[config.mk]
export PLATFORM = sky130hd
export DESIGN_NAME = addr_router
export DESIGN_NICKNAME = d
export VERILOG_FILES = /design/src/rtl/router_pkg.sv /design/src/rtl/region_decoder.sv /design/src/rtl/req_steer.sv /design/src/rtl/rsp_tracker.sv /design/src/rtl/addr_router.sv
export SDC_FILE = /design/constraint.sdc
export NUM_CORES = 1
export LEC_CHECK = 0
export BUFFER_PORTS_ARGS = -buffer_cell sky130_fd_sc_hd__buf_2
export CAP_MARGIN = 20
export CORE_AREA = 2 2 106 108
export CTS_CLUSTER_DIAMETER = 200
export DETAILED_ROUTE_END_ITERATION = 8
export DIE_AREA = 0 0 108 110
export GPL_ROUTABILITY_DRIVEN = 0
export SKIP_LAST_GASP = 1
export SYNTH_ARGS = -nofsm -noshare
export SYNTH_HDL_FRONTEND = slang
export SYNTH_SLANG_ARGS = --single-unit
[constraint.sdc]
create_clock -name clk -period 1.5 [get_ports clk]
set_input_delay 0 -clock clk [delete_from_list [all_inputs] [get_ports clk]]
set_output_delay 0 -clock clk [all_outputs]
set_load 0.1 [all_outputs]
[src/rtl/router_pkg.sv]
package router_pkg;

  // True when addr lies inside [base, base + size); written so that
  // base + size never has to be formed and cannot wrap.
  function automatic logic region_hit(input logic [31:0] addr,
                                      input logic [31:0] base,
                                      input logic [31:0] size);
    return (addr >= base) && ((addr - base) < size);
  endfunction

  // Zero-based offset seen by a slave.
  function automatic logic [31:0] region_offset(input logic [31:0] addr,
                                                input logic [31:0] base);
    return addr - base;
  endfunction

endpackage

[src/rtl/region_decoder.sv]
module region_decoder
  import router_pkg::*;
#(
  parameter int NS = 2,
  parameter int AW = 24,
  parameter int IW = 1,
  parameter logic [NS*AW-1:0] BASE = {24'h500000, 24'h000000},
  parameter logic [NS*AW-1:0] SIZE = {24'h000004, 24'h500000}
) (
  input  logic             clk,
  input  logic             rst_n,
  input  logic [AW-1:0]    addr,
  output logic [NS-1:0]    hit,
  output logic [IW-1:0]    sel_idx,
  output logic             any_hit,
  output logic [NS*AW-1:0] offs
);

  genvar g;
  generate
    for (g = 0; g < NS; g++) begin : g_win
      localparam logic [AW-1:0] WBASE = BASE[g*AW +: AW];
      localparam logic [AW-1:0] WSIZE = SIZE[g*AW +: AW];
      assign hit[g] = region_hit(32'(addr), 32'(WBASE), 32'(WSIZE));
      assign offs[g*AW +: AW] = AW'(region_offset(32'(addr), 32'(WBASE)));
    end
  endgenerate

  assign any_hit = |hit;

  always_comb begin
    sel_idx = '0;
    for (int i = 0; i < NS; i++) begin
      if (hit[i]) sel_idx = sel_idx | IW'(i);
    end
  end

  // Windows must not overlap: any address matches at most one.
  AST_ONE_WINDOW: assert property (@(posedge clk) disable iff (!rst_n)
    $onehot0(hit));

endmodule

[src/rtl/req_steer.sv]
module req_steer #(
  parameter int NS = 2,
  parameter int AW = 24,
  parameter int DW = 32
) (
  input  logic             clk,
  input  logic             rst_n,
  input  logic             accept,
  input  logic [NS-1:0]    hit,
  input  logic [NS*AW-1:0] offs,
  input  logic             we,
  input  logic [DW-1:0]    wdata,
  output logic [NS-1:0]    s_valid,
  output logic [NS-1:0]    s_we,
  output logic [NS*AW-1:0] s_addr,
  output logic [NS*DW-1:0] s_wdata
);

  genvar g;
  generate
    for (g = 0; g < NS; g++) begin : g_port
      logic fire;
      assign fire                = accept & hit[g];
      assign s_valid[g]          = fire;
      assign s_we[g]             = fire & we;
      assign s_addr[g*AW +: AW]  = fire ? offs[g*AW +: AW] : '0;
      assign s_wdata[g*DW +: DW] = fire ? wdata : '0;
    end
  endgenerate

  AST_SINGLE_GRANT: assert property (@(posedge clk) disable iff (!rst_n)
    $onehot0(s_valid));

endmodule

[src/rtl/rsp_tracker.sv]
module rsp_tracker #(
  parameter int NS = 2,
  parameter int DW = 32,
  parameter int IW = 1
) (
  input  logic             clk,
  input  logic             rst_n,
  input  logic             accept,
  input  logic             any_hit,
  input  logic [IW-1:0]    sel_idx,
  input  logic [NS-1:0]    s_ack,
  input  logic [NS*DW-1:0] s_rdata,
  output logic             busy,
  output logic             rsp_valid,
  output logic             rsp_err,
  output logic [DW-1:0]    rsp_rdata
);

  logic          busy_q, err_q;
  logic [IW-1:0] pend_q;
  logic          ack_sel;
  logic [DW-1:0] rd_sel;

  // Pick the reply lines of the slave that owns the pending request.
  always_comb begin
    ack_sel = 1'b0;
    rd_sel  = '0;
    for (int i = 0; i < NS; i++) begin
      if (pend_q == IW'(i)) begin
        ack_sel = s_ack[i];
        rd_sel  = s_rdata[i*DW +: DW];
      end
    end
  end

  assign busy      = busy_q;
  assign rsp_valid = busy_q & (err_q | ack_sel);
  assign rsp_err   = busy_q & err_q;
  assign rsp_rdata = (busy_q && !err_q && ack_sel) ? rd_sel : '0;

  always_ff @(posedge clk) begin
    if (!rst_n) begin
      busy_q <= 1'b0;
      err_q  <= 1'b0;
      pend_q <= '0;
    end else if (accept) begin
      busy_q <= 1'b1;
      err_q  <= ~any_hit;
      pend_q <= sel_idx;
    end else if (rsp_valid) begin
      busy_q <= 1'b0;
      err_q  <= 1'b0;
    end
  end

  AST_ERR_NEXT: assert property (@(posedge clk) disable iff (!rst_n)
    (accept && !any_hit) |=> (rsp_valid && rsp_err));
  AST_ERR_ZERO: assert property (@(posedge clk) disable iff (!rst_n)
    (rsp_valid && rsp_err) |-> (rsp_rdata == '0));
  AST_BUSY_HOLD: assert property (@(posedge clk) disable iff (!rst_n)
    (busy && !rsp_valid) |=> busy);
  AST_RELEASE: assert property (@(posedge clk) disable iff (!rst_n)
    rsp_valid |=> !busy);

endmodule

[src/rtl/addr_router.sv]
module addr_router
  import router_pkg::*;
#(
  parameter int NS = 2,
  parameter int AW = 24,
  parameter int DW = 32,
  parameter logic [NS*AW-1:0] SLV_BASE = {24'h500000, 24'h000000},
  parameter logic [NS*AW-1:0] SLV_SIZE = {24'h000004, 24'h500000}
) (
  input  logic             clk,
  input  logic             rst_n,
  input  logic             m_valid,
  input  logic             m_we,
  input  logic [AW-1:0]    m_addr,
  input  logic [DW-1:0]    m_wdata,
  output logic             m_ready,
  output logic             rsp_valid,
  output logic             rsp_err,
  output logic [DW-1:0]    rsp_rdata,
  output logic [NS-1:0]    s_valid,
  output logic [NS-1:0]    s_we,
  output logic [NS*AW-1:0] s_addr,
  output logic [NS*DW-1:0] s_wdata,
  input  logic [NS-1:0]    s_ack,
  input  logic [NS*DW-1:0] s_rdata
);

  localparam int IW = (NS > 1) ? $clog2(NS) : 1;

  logic             accept;
  logic             busy;
  logic [NS-1:0]    hit;
  logic [IW-1:0]    sel_idx;
  logic             any_hit;
  logic [NS*AW-1:0] offs;

  assign m_ready = ~busy;
  assign accept  = m_valid & m_ready;

  region_decoder #(
    .NS(NS), .AW(AW), .IW(IW), .BASE(SLV_BASE), .SIZE(SLV_SIZE)
  ) u_dec (
    .clk(clk), .rst_n(rst_n), .addr(m_addr), .hit(hit),
    .sel_idx(sel_idx), .any_hit(any_hit), .offs(offs)
  );

  req_steer #(.NS(NS), .AW(AW), .DW(DW)) u_steer (
    .clk(clk), .rst_n(rst_n), .accept(accept), .hit(hit), .offs(offs),
    .we(m_we), .wdata(m_wdata), .s_valid(s_valid), .s_we(s_we),
    .s_addr(s_addr), .s_wdata(s_wdata)
  );

  rsp_tracker #(.NS(NS), .DW(DW), .IW(IW)) u_rsp (
    .clk(clk), .rst_n(rst_n), .accept(accept), .any_hit(any_hit),
    .sel_idx(sel_idx), .s_ack(s_ack), .s_rdata(s_rdata), .busy(busy),
    .rsp_valid(rsp_valid), .rsp_err(rsp_err), .rsp_rdata(rsp_rdata)
  );

  AST_NO_FWD_BUSY: assert property (@(posedge clk) disable iff (!rst_n)
    !m_ready |-> (s_valid == '0));
  AST_RSP_PENDING: assert property (@(posedge clk) disable iff (!rst_n)
    rsp_valid |-> !m_ready);
  AST_UNMAPPED_QUIET: assert property (@(posedge clk) disable iff (!rst_n)
    (m_valid && m_ready && !any_hit) |-> (s_valid == '0));

endmodule

# Word-level counts from Yosys, hierarchy flattened
# Index checks and enable logic that the tools add are counted.
[word_totals]
register_bits = 3
output_inout_bits = 151
elab_cells = 34
[classes]
add_sub_neg = 1
n_lt_le_gt_ge = 3
muxes = 11
bitwise = 10
n_reduce_logical = 6
[op_table]
columns = ["operator", "count"]
rows = [
  ["$mux W32", 4],
  ["$mux W24", 2],
  ["$lt A32 B3 Y1 const B", 1],
  ["$sub A24 B23 Y25 const B", 1],
  ["$ge A24 B23 Y1 const B", 1],
  ["$lt A24 B23 Y1 const B", 1],
  ["$and A1 B1 Y1", 7],
  ["$mux W1", 5],
  ["$logic_and A1 B1 Y1", 3],
  ["$not A1 Y1", 2],
  ["$reduce_bool A2 Y1", 1],
  ["$reduce_or A2 Y1", 1],
  ["$logic_not A1 Y1", 1],
  ["$or A1 B1 Y1", 1],
]

# Longest topological paths before layout
# Gate-level depths: netlist of the first run.
[depth]
word_depth = 6
depth_mapped = 8
depth_no_buf = 6

# By module
# Synthesis of the first run repeated with hierarchy kept, for this count alone.
[unflattened]
hier_cells = 305
hier_area_um2 = 2272.2
[by_module_without_submodules]
columns = ["mod", "instances", "cells_per_inst", "area_per_inst_um2", "seq_area_each_um2"]
rows = [
  ["req_steer", 1, 142, 884.6, 0.0],
  ["rsp_tracker", 1, 89, 865.8, 60.1],
  ["region_decoder", 1, 72, 511.7, 0.0],
  ["addr_router", 1, 2, 10.0, 0.0],
]

# Worst setup path after synthesis of the first run
# OpenSTA, ideal clock, no wires.
[synth_timing]
path_kind = "flip-flop to output port"
from = "reg u_rsp.busy_q (netlist: u_rsp.busy)"
to = "out s_addr[20]"
arrival_ps = 3365
t_required_ps = 1500
setup_slack_ps = -1865
path_stages_with_launch = 3
path_cell_list = "dfxtp_1 nand2b_1 nor4_1"
[synth_between]
elab_chain_cells = 4
[synth_rtl]
columns = ["element", "line", "text"]
rows = [
  ["start: declaration", "rsp_tracker.sv:19", "logic busy_q, err_q;"],
  ["start signal: assignment", "rsp_tracker.sv:43", "busy_q <= 1'b0;"],
  ["start signal: assignment", "rsp_tracker.sv:47", "busy_q <= 1'b1;"],
  ["start signal: assignment", "rsp_tracker.sv:51", "busy_q <= 1'b0;"],
  ["$not A1 Y1", "addr_router.sv:37", "assign m_ready = ~busy;"],
  ["$and A1 B1 Y1", "addr_router.sv:38", "assign accept = m_valid & m_ready;"],
  ["$and A1 B1 Y1", "req_steer.sv:23", "assign fire = accept & hit[g];"],
  ["$mux W24", "req_steer.sv:26", "assign s_addr[g*AW +: AW] = fire ? offs[g*AW +: AW] : '0;"],
  ["end: declaration", "addr_router.sv:22", "output logic [NS*AW-1:0] s_addr,"],
]
# Every way passes these cells.

# Worst setup path in the final report of the first run
[layout_timing]
from = "in m_addr[6]"
to = "out s_wdata[61]"
[layout_between]
elab_chain_cells = 5
word_cells_on_any_way = 6
[layout_rtl]
columns = ["element", "line", "text"]
rows = [
  ["start: declaration", "addr_router.sv:14", "input logic [AW-1:0] m_addr,"],
  ["$sub A24 B23 Y25", "router_pkg.sv:8", "return (addr >= base) && ((addr - base) < size);"],
  ["$lt A32 B3 Y1", "router_pkg.sv:8", ""],
  ["$logic_and A1 B1 Y1 *", "router_pkg.sv:8", ""],
  ["$and A1 B1 Y1 *", "req_steer.sv:23", ""],
  ["$mux W32 *", "req_steer.sv:27", "assign s_wdata[g*DW +: DW] = fire ? wdata : '0;"],
  ["end: declaration", "addr_router.sv:23", "output logic [NS*DW-1:0] s_wdata,"],
]
# Mark *: on every way between the ends. The rest lies on a longest branch, timed or not.

==> metrics.txt, run 1 <==
status finished with violations; violated checks setup timing; worst setup margin -272.5 ps; flops & latches, synth 3; Yosys cell types 30; number of CTS-inserted buffers 3; Post-synth EDFFs 0; Setup crit end kind primary output; post-layout power 2364 uW; Min-Delay Startpoint rst_n; critical path required time 1500 ps; clock sink count 3; final setup vio count 141; DRC 0; Post-Place Cells 677; drt wl/cell 18.35 um; Final period util 118.2%; cell repeated most along the worst path buf_12; first-pass GRT wire length 18.87 mm; starting density of the core 17.98%; drt pass-1 iters 4; post-route ant nets 0; Hold Path Stages 3; r2r worst-path depth 4; cts hold-fix bufs 0; Period minus WS final 1773 ps; Die Wd 108 um; Top delay family on crit path simple AND/OR/NAND/NOR gates; die height 110 um; Post-synth ARST share 0%; nets 700; Iteration-0 DRC Markers 85; r2r setup slk 140 ps; clock-pin slew on the worst setup and hold paths 30 ps; TritonCTS clock tree yes; I/O pin total 277; cells after synthesis 248; worst skew pair latency 220 ps; worst-path cell chain buf_2 > or4_4 > o31a_4 > buf_12 > nor3b_4 > buf_12; syn_area_per_cell 7.754 um2; Post-Route WL 13.05 mm; Max clock buf depth 2; layout cell share with drive strength beyond 1 91.58%; unrepaired setup endpoints after global routing true; DP Worst Slack -331.0 ps; max-cap viol count 0; GRT Util Overall 20.37%; register area share after synthesis 3.123%; initial antenna violation count 1; Root Driver clkbuf_8; final core occ 69.18%; Min-Delay Endpoint u_rsp.busy; Worst path max stage delay 550 ps; CP max stage cell or4_4; synthesis warning total 0; CP arrival 1770 ps; DR vias/cell 4.480; maximum VDD drop 0.0002286 V; Worst Setup Start Kind primary input; Placeable Area 10700 um2; Area Growth Syn to Fin 284.8%; Mapped Area 1923 um2; aggregate global routing overflow 0; hpwl dp 9.980 mm; Buf/Inv on CP 3; num rows 38; H-Tree Depth 1; number of port buffers 273; ys flop type dfxtp_1; vias in the first global route 3522; Crit Path Category primary input to primary output; Final Hold Viols 0; largest net degree at the start of global routing 31; Post-Layout Cell Count 711; Die ar. 11880 um2; Hold Slack 84.78 ps; Final Max Tran Viols 0; power density over cell area 319.4 nW/um2; CP max FO 23; Reg-to-Reg End u_rsp.err_q; LEAKAGE 0.003066 uW; worst min path class primary input to flip-flop; Max Fclk 564.2 MHz; Via Count 3185; R2R Path Start u_rsp.busy; worst clock skew 1.462 ps
flip-flops by register name, indices dropped and copies added (netlist names):
name          cells
u_rsp.busy        1
u_rsp.pend_q      1
u_rsp.err_q       1
tightest hold or removal path, delay by kind of cell:
family                 cells  cell delay (ps)
buffers and inverters      2              140
AOI/OAI and AO/OA          1              110
area by class of cell:
cell class / instances / area [um2]
repair buffers: 346 / 4472
clock buffers: 4 / 45.04
flip-flops and latches: 3 / 65.06
multi-input cells: 212 / 2623
inverters: 5 / 18.77
fillers: 698 / 3297
well taps: 140 / 175.2
diodes: 1 / 2.502
cells in the final DEF (no fill, tap or decap), types with 4 or more instances in the layout:
cell and n:
nor3b_4 53, buf_6 10, nand2_1 5, nor2_4 33, and2_4 54, mux2i_1 21
mux2i_2 10, buf_16 4, buf_2 126, buf_12 155, buf_4 43
where the power goes:
part	leakage [uW]	total (uW)	switching (uW)	internal (uW)
logic	0.00302	2040	1200	842
registers	0.0000258	87.1	3.29	83.8
clock network	0.0000228	238	56.6	182
total	0.00307	2360	1260	1110
stage by stage:
stage | setup TNS [ps] | cell area (um2)
2_1_floorplan | -33460 | 2834
3_3_place_gp | -16930 | 6691
3_5_place_dp | -20640 | 6691
4_1_cts | -27780 | 7279
5_1_grt | -31980 | 7401
6_report | -25860 | 7401
repair_timing:
item,4_1_cts,5_1_grt
gates cloned,9,2
resized for setup,43,39
buffers inserted,14,10
endpoints found under the setup margin,142,145
pin swaps,4,16
how the worst max path moves through the flow:
| stage | startpoint | to | slack, ps | depth (start not counted) |
|---|---|---|---|---|
| final | m_addr[6] | s_wdata[61] | -270 | 6 |
| after global placement | m_addr[14] | s_addr[42] | -300 | 8 |
| after detailed placement | m_addr[14] | s_addr[41] | -330 | 8 |
| after global routing | u_rsp.busy | s_wdata[55] | -310 | 5 |
| after floorplan | m_addr[21] | s_addr[24] | -560 | 8 |
| after CTS | m_addr[6] | s_addr[26] | -280 | 6 |
synth_stat cells (2+ instances only):
| master | instances | share of area, % |
|---|---|---|
| mux2i_1 | 32 | 17 |
| nor4_1 | 6 | 2.0 |
| clkbuf_1 | 15 | 2.9 |
| nor2_1 | 38 | 7.4 |
| nor3b_1 | 6 | 2.3 |
| and2_1 | 55 | 18 |
| buf_4 | 5 | 2.0 |
| buf_2 | 3 | 0.78 |
| o21a_1 | 2 | 0.78 |
| buf_6 | 6 | 3.5 |
| nor3_1 | 3 | 0.78 |
| nor3b_2 | 47 | 31 |
| ha_1 | 3 | 2.0 |
| dfxtp_1 | 3 | 3.1 |
| nand2_1 | 5 | 0.98 |
| inv_1 | 5 | 0.98 |
metal layers:
| layer | GRT usage (%) | vias to the layer above | part of all wire [%] |
|---|---|---|---|
| met5 | 0 | - | 0 |
| met4 | 4.487 | 0 | 2.1 |
| met3 | 4.821 | 17 | 8.3 |
| met2 | 43.26 | 172 | 58 |
| met1 | 19.46 | 1513 | 31 |
| li1 | - | 1483 | - |
cells by family (layout without fill, tap and decap cells):
group	count (synthesis)	in the layout	share of synthesized area, %
buffers and inverters	35	355	10.34
DFF	3	3	3.123
other	1	4	0.1950
and+or+nand+nor	165	165	64.02
adders and majority gates	3	3	1.952
AOI/OAI and AO/OA	8	8	3.123
muxes	33	33	17.24
No activity file was read; power rests on OpenSTA's default activity.
==> inputs of run 2 (changes only) <==
==> constraint.sdc (replaced) <==
create_clock -name clk -period 1.85 [get_ports clk]
set_input_delay 0 -clock clk [delete_from_list [all_inputs] [get_ports clk]]
set_output_delay 0 -clock clk [all_outputs]
set_load 0.1 [all_outputs]
==> metrics.txt, run 2 (synthesis gave the netlist of run 1 again) <==
Final Hold Viols 0; worst clock skew 6.762 ps; Period minus WS final 1858 ps; combinational share of power 84.1%; R2R Path Start u_rsp.busy; TritonCTS clock tree yes; post-route ant nets 0; Iteration-0 DRC Markers 77; Die ar. 11880 um2; final core occ 60.76%; Post-Route WL 11.22 mm; worst min path class primary input to flip-flop; Clk pwr share 11.6%; unrepaired setup endpoints after global routing true; status finished with violations; vias in the first global route 3187; die height 110 um; hpwl dp 9.800 mm; LEAKAGE 0.002594 uW; Crit Path Category primary input to primary output; r2r worst-path depth 5; DRC 0; CP max FO 4; CP arrival 1860 ps; drt wl/cell 16.92 um; number of CTS-inserted buffers 3; Placeable Area 10700 um2; Post-Place Cells 655; Hold Path Stages 3; clock-pin slew on the worst setup and hold paths 40 ps; Min-Delay Startpoint rst_n; aggregate global routing overflow 0; worst setup margin -7.713 ps; Die Wd 108 um; starting density of the core 17.98%; layout cell share with drive strength beyond 1 84.89%; critical path required time 1850 ps; Reg-to-Reg End u_rsp.pend_q; largest net degree at the start of global routing 36; most frequent cells in the layout buf_12, buf_2, nor3b_4; post-layout instance area 6500 um2; Final Max Tran Viols 0; Post-Layout Cell Count 663; I/O pin total 277; H-Tree Depth 1; DP Worst Slack -4.529 ps; maximum VDD drop 0.0001630 V; Via Count 2956; Max Fclk 538.3 MHz; Worst Setup Start Kind primary input; worst skew pair latency 220 ps; Net Sw Frac 56.20%; post-layout power 1688 uW; max-cap viol count 0; nets 653; Placed Area 6384 um2; Final period util 100.4%; Setup crit end kind primary output; r2r setup slk 430 ps; Min-Delay Endpoint u_rsp.busy; sw power 948.8 uW; initial antenna violation count 1; commonest non-fill, non-tap cell in the layout buf_12; DR vias/cell 4.459; first-pass GRT wire length 16.55 mm; Seq pwr share 4.3%; final setup vio count 6; Area Growth Syn to Fin 238.0%; drt pass-1 iters 4; GRT Util Overall 17.59%; violated checks setup timing; clock sink count 3; Root Driver clkbuf_8; internal power 739.3 uW; Max clock buf depth 2; # diodes 0; number of port buffers 273; power density over cell area 259.7 nW/um2; num rows 38
## run 2: cell types whose count changed in the layout (fill, tap and decap cells not counted), moves of 4 or more
cell and change:
and2_1 +14, and2_2 +40, and2_4 -54, buf_12 -6, buf_16 -4, buf_2 +6
buf_4 -28, buf_6 -9, mux2i_1 +11, mux2i_2 -10
## run 2: power by group through the flow
stage,clock network [uW],logic (uW),registers (uW)
global placement,0,1400,72.0
global route,202,1470,72.6
finish,196,1420,71.8
CTS,198,1420,71.7
floorplan,0,893,72.4
detailed placement,0,1420,72.6
## run 2: area by class of cell
class	count	area [um2]
fillers	845	4198
repair buffers	299	3782
multi-input cells	212	2407
well taps	140	175.2
flip-flops and latches	3	61.31
clock buffers	4	45.04
inverters	5	28.78
## run 2: metrics by stage
step	hold slack, ps	TNS [ps]
global route	106.3	-574.2
floorplan	107.0	-9128
finish	68.68	-21.77
detailed placement	272.2	-4.529
global placement	267.7	0
CTS	43.97	-0.8108
## run 2: timing repair
| action | 4_1_cts | 5_1_grt |
|---|---|---|
| hold buffers | 0 | 0 |
| resized for setup | 0 | 7 |
| pin swaps | 1 | 10 |
| setup endpoints to repair | 3 | 37 |
| buffers inserted | 1 | 3 |
## run 2: routing by layer
metal  share of wire (%)  track usage [%]  routed length, um
met1                  31            17.38               3484
met2                  57            36.30               6432
met3                  10            4.821               1163
met4                 1.1            3.480                124
met5                0.12                0                 13
## run 2: how the worst max path moves through the flow
stage / depth (start not counted) / endpoint / startpoint
floorplan: 2 / s_addr[20] / u_rsp.busy
global placement: 9 / s_addr[30] / m_addr[21]
finish: 10 / s_addr[41] / m_addr[21]
detailed placement: 9 / s_addr[42] / m_addr[21]
CTS: 5 / s_addr[42] / u_rsp.busy
global route: 10 / s_addr[25] / m_addr[21]
## run 2: worst max-delay path, cell delays in order
cell and delay (ps):
clkbuf_4 150, inv_8 30, ha_4 160, nor4b_4 290
o21ai_1 110, a211o_4 340, buf_4 160, buf_4 160
nor3b_4 230, buf_12 210
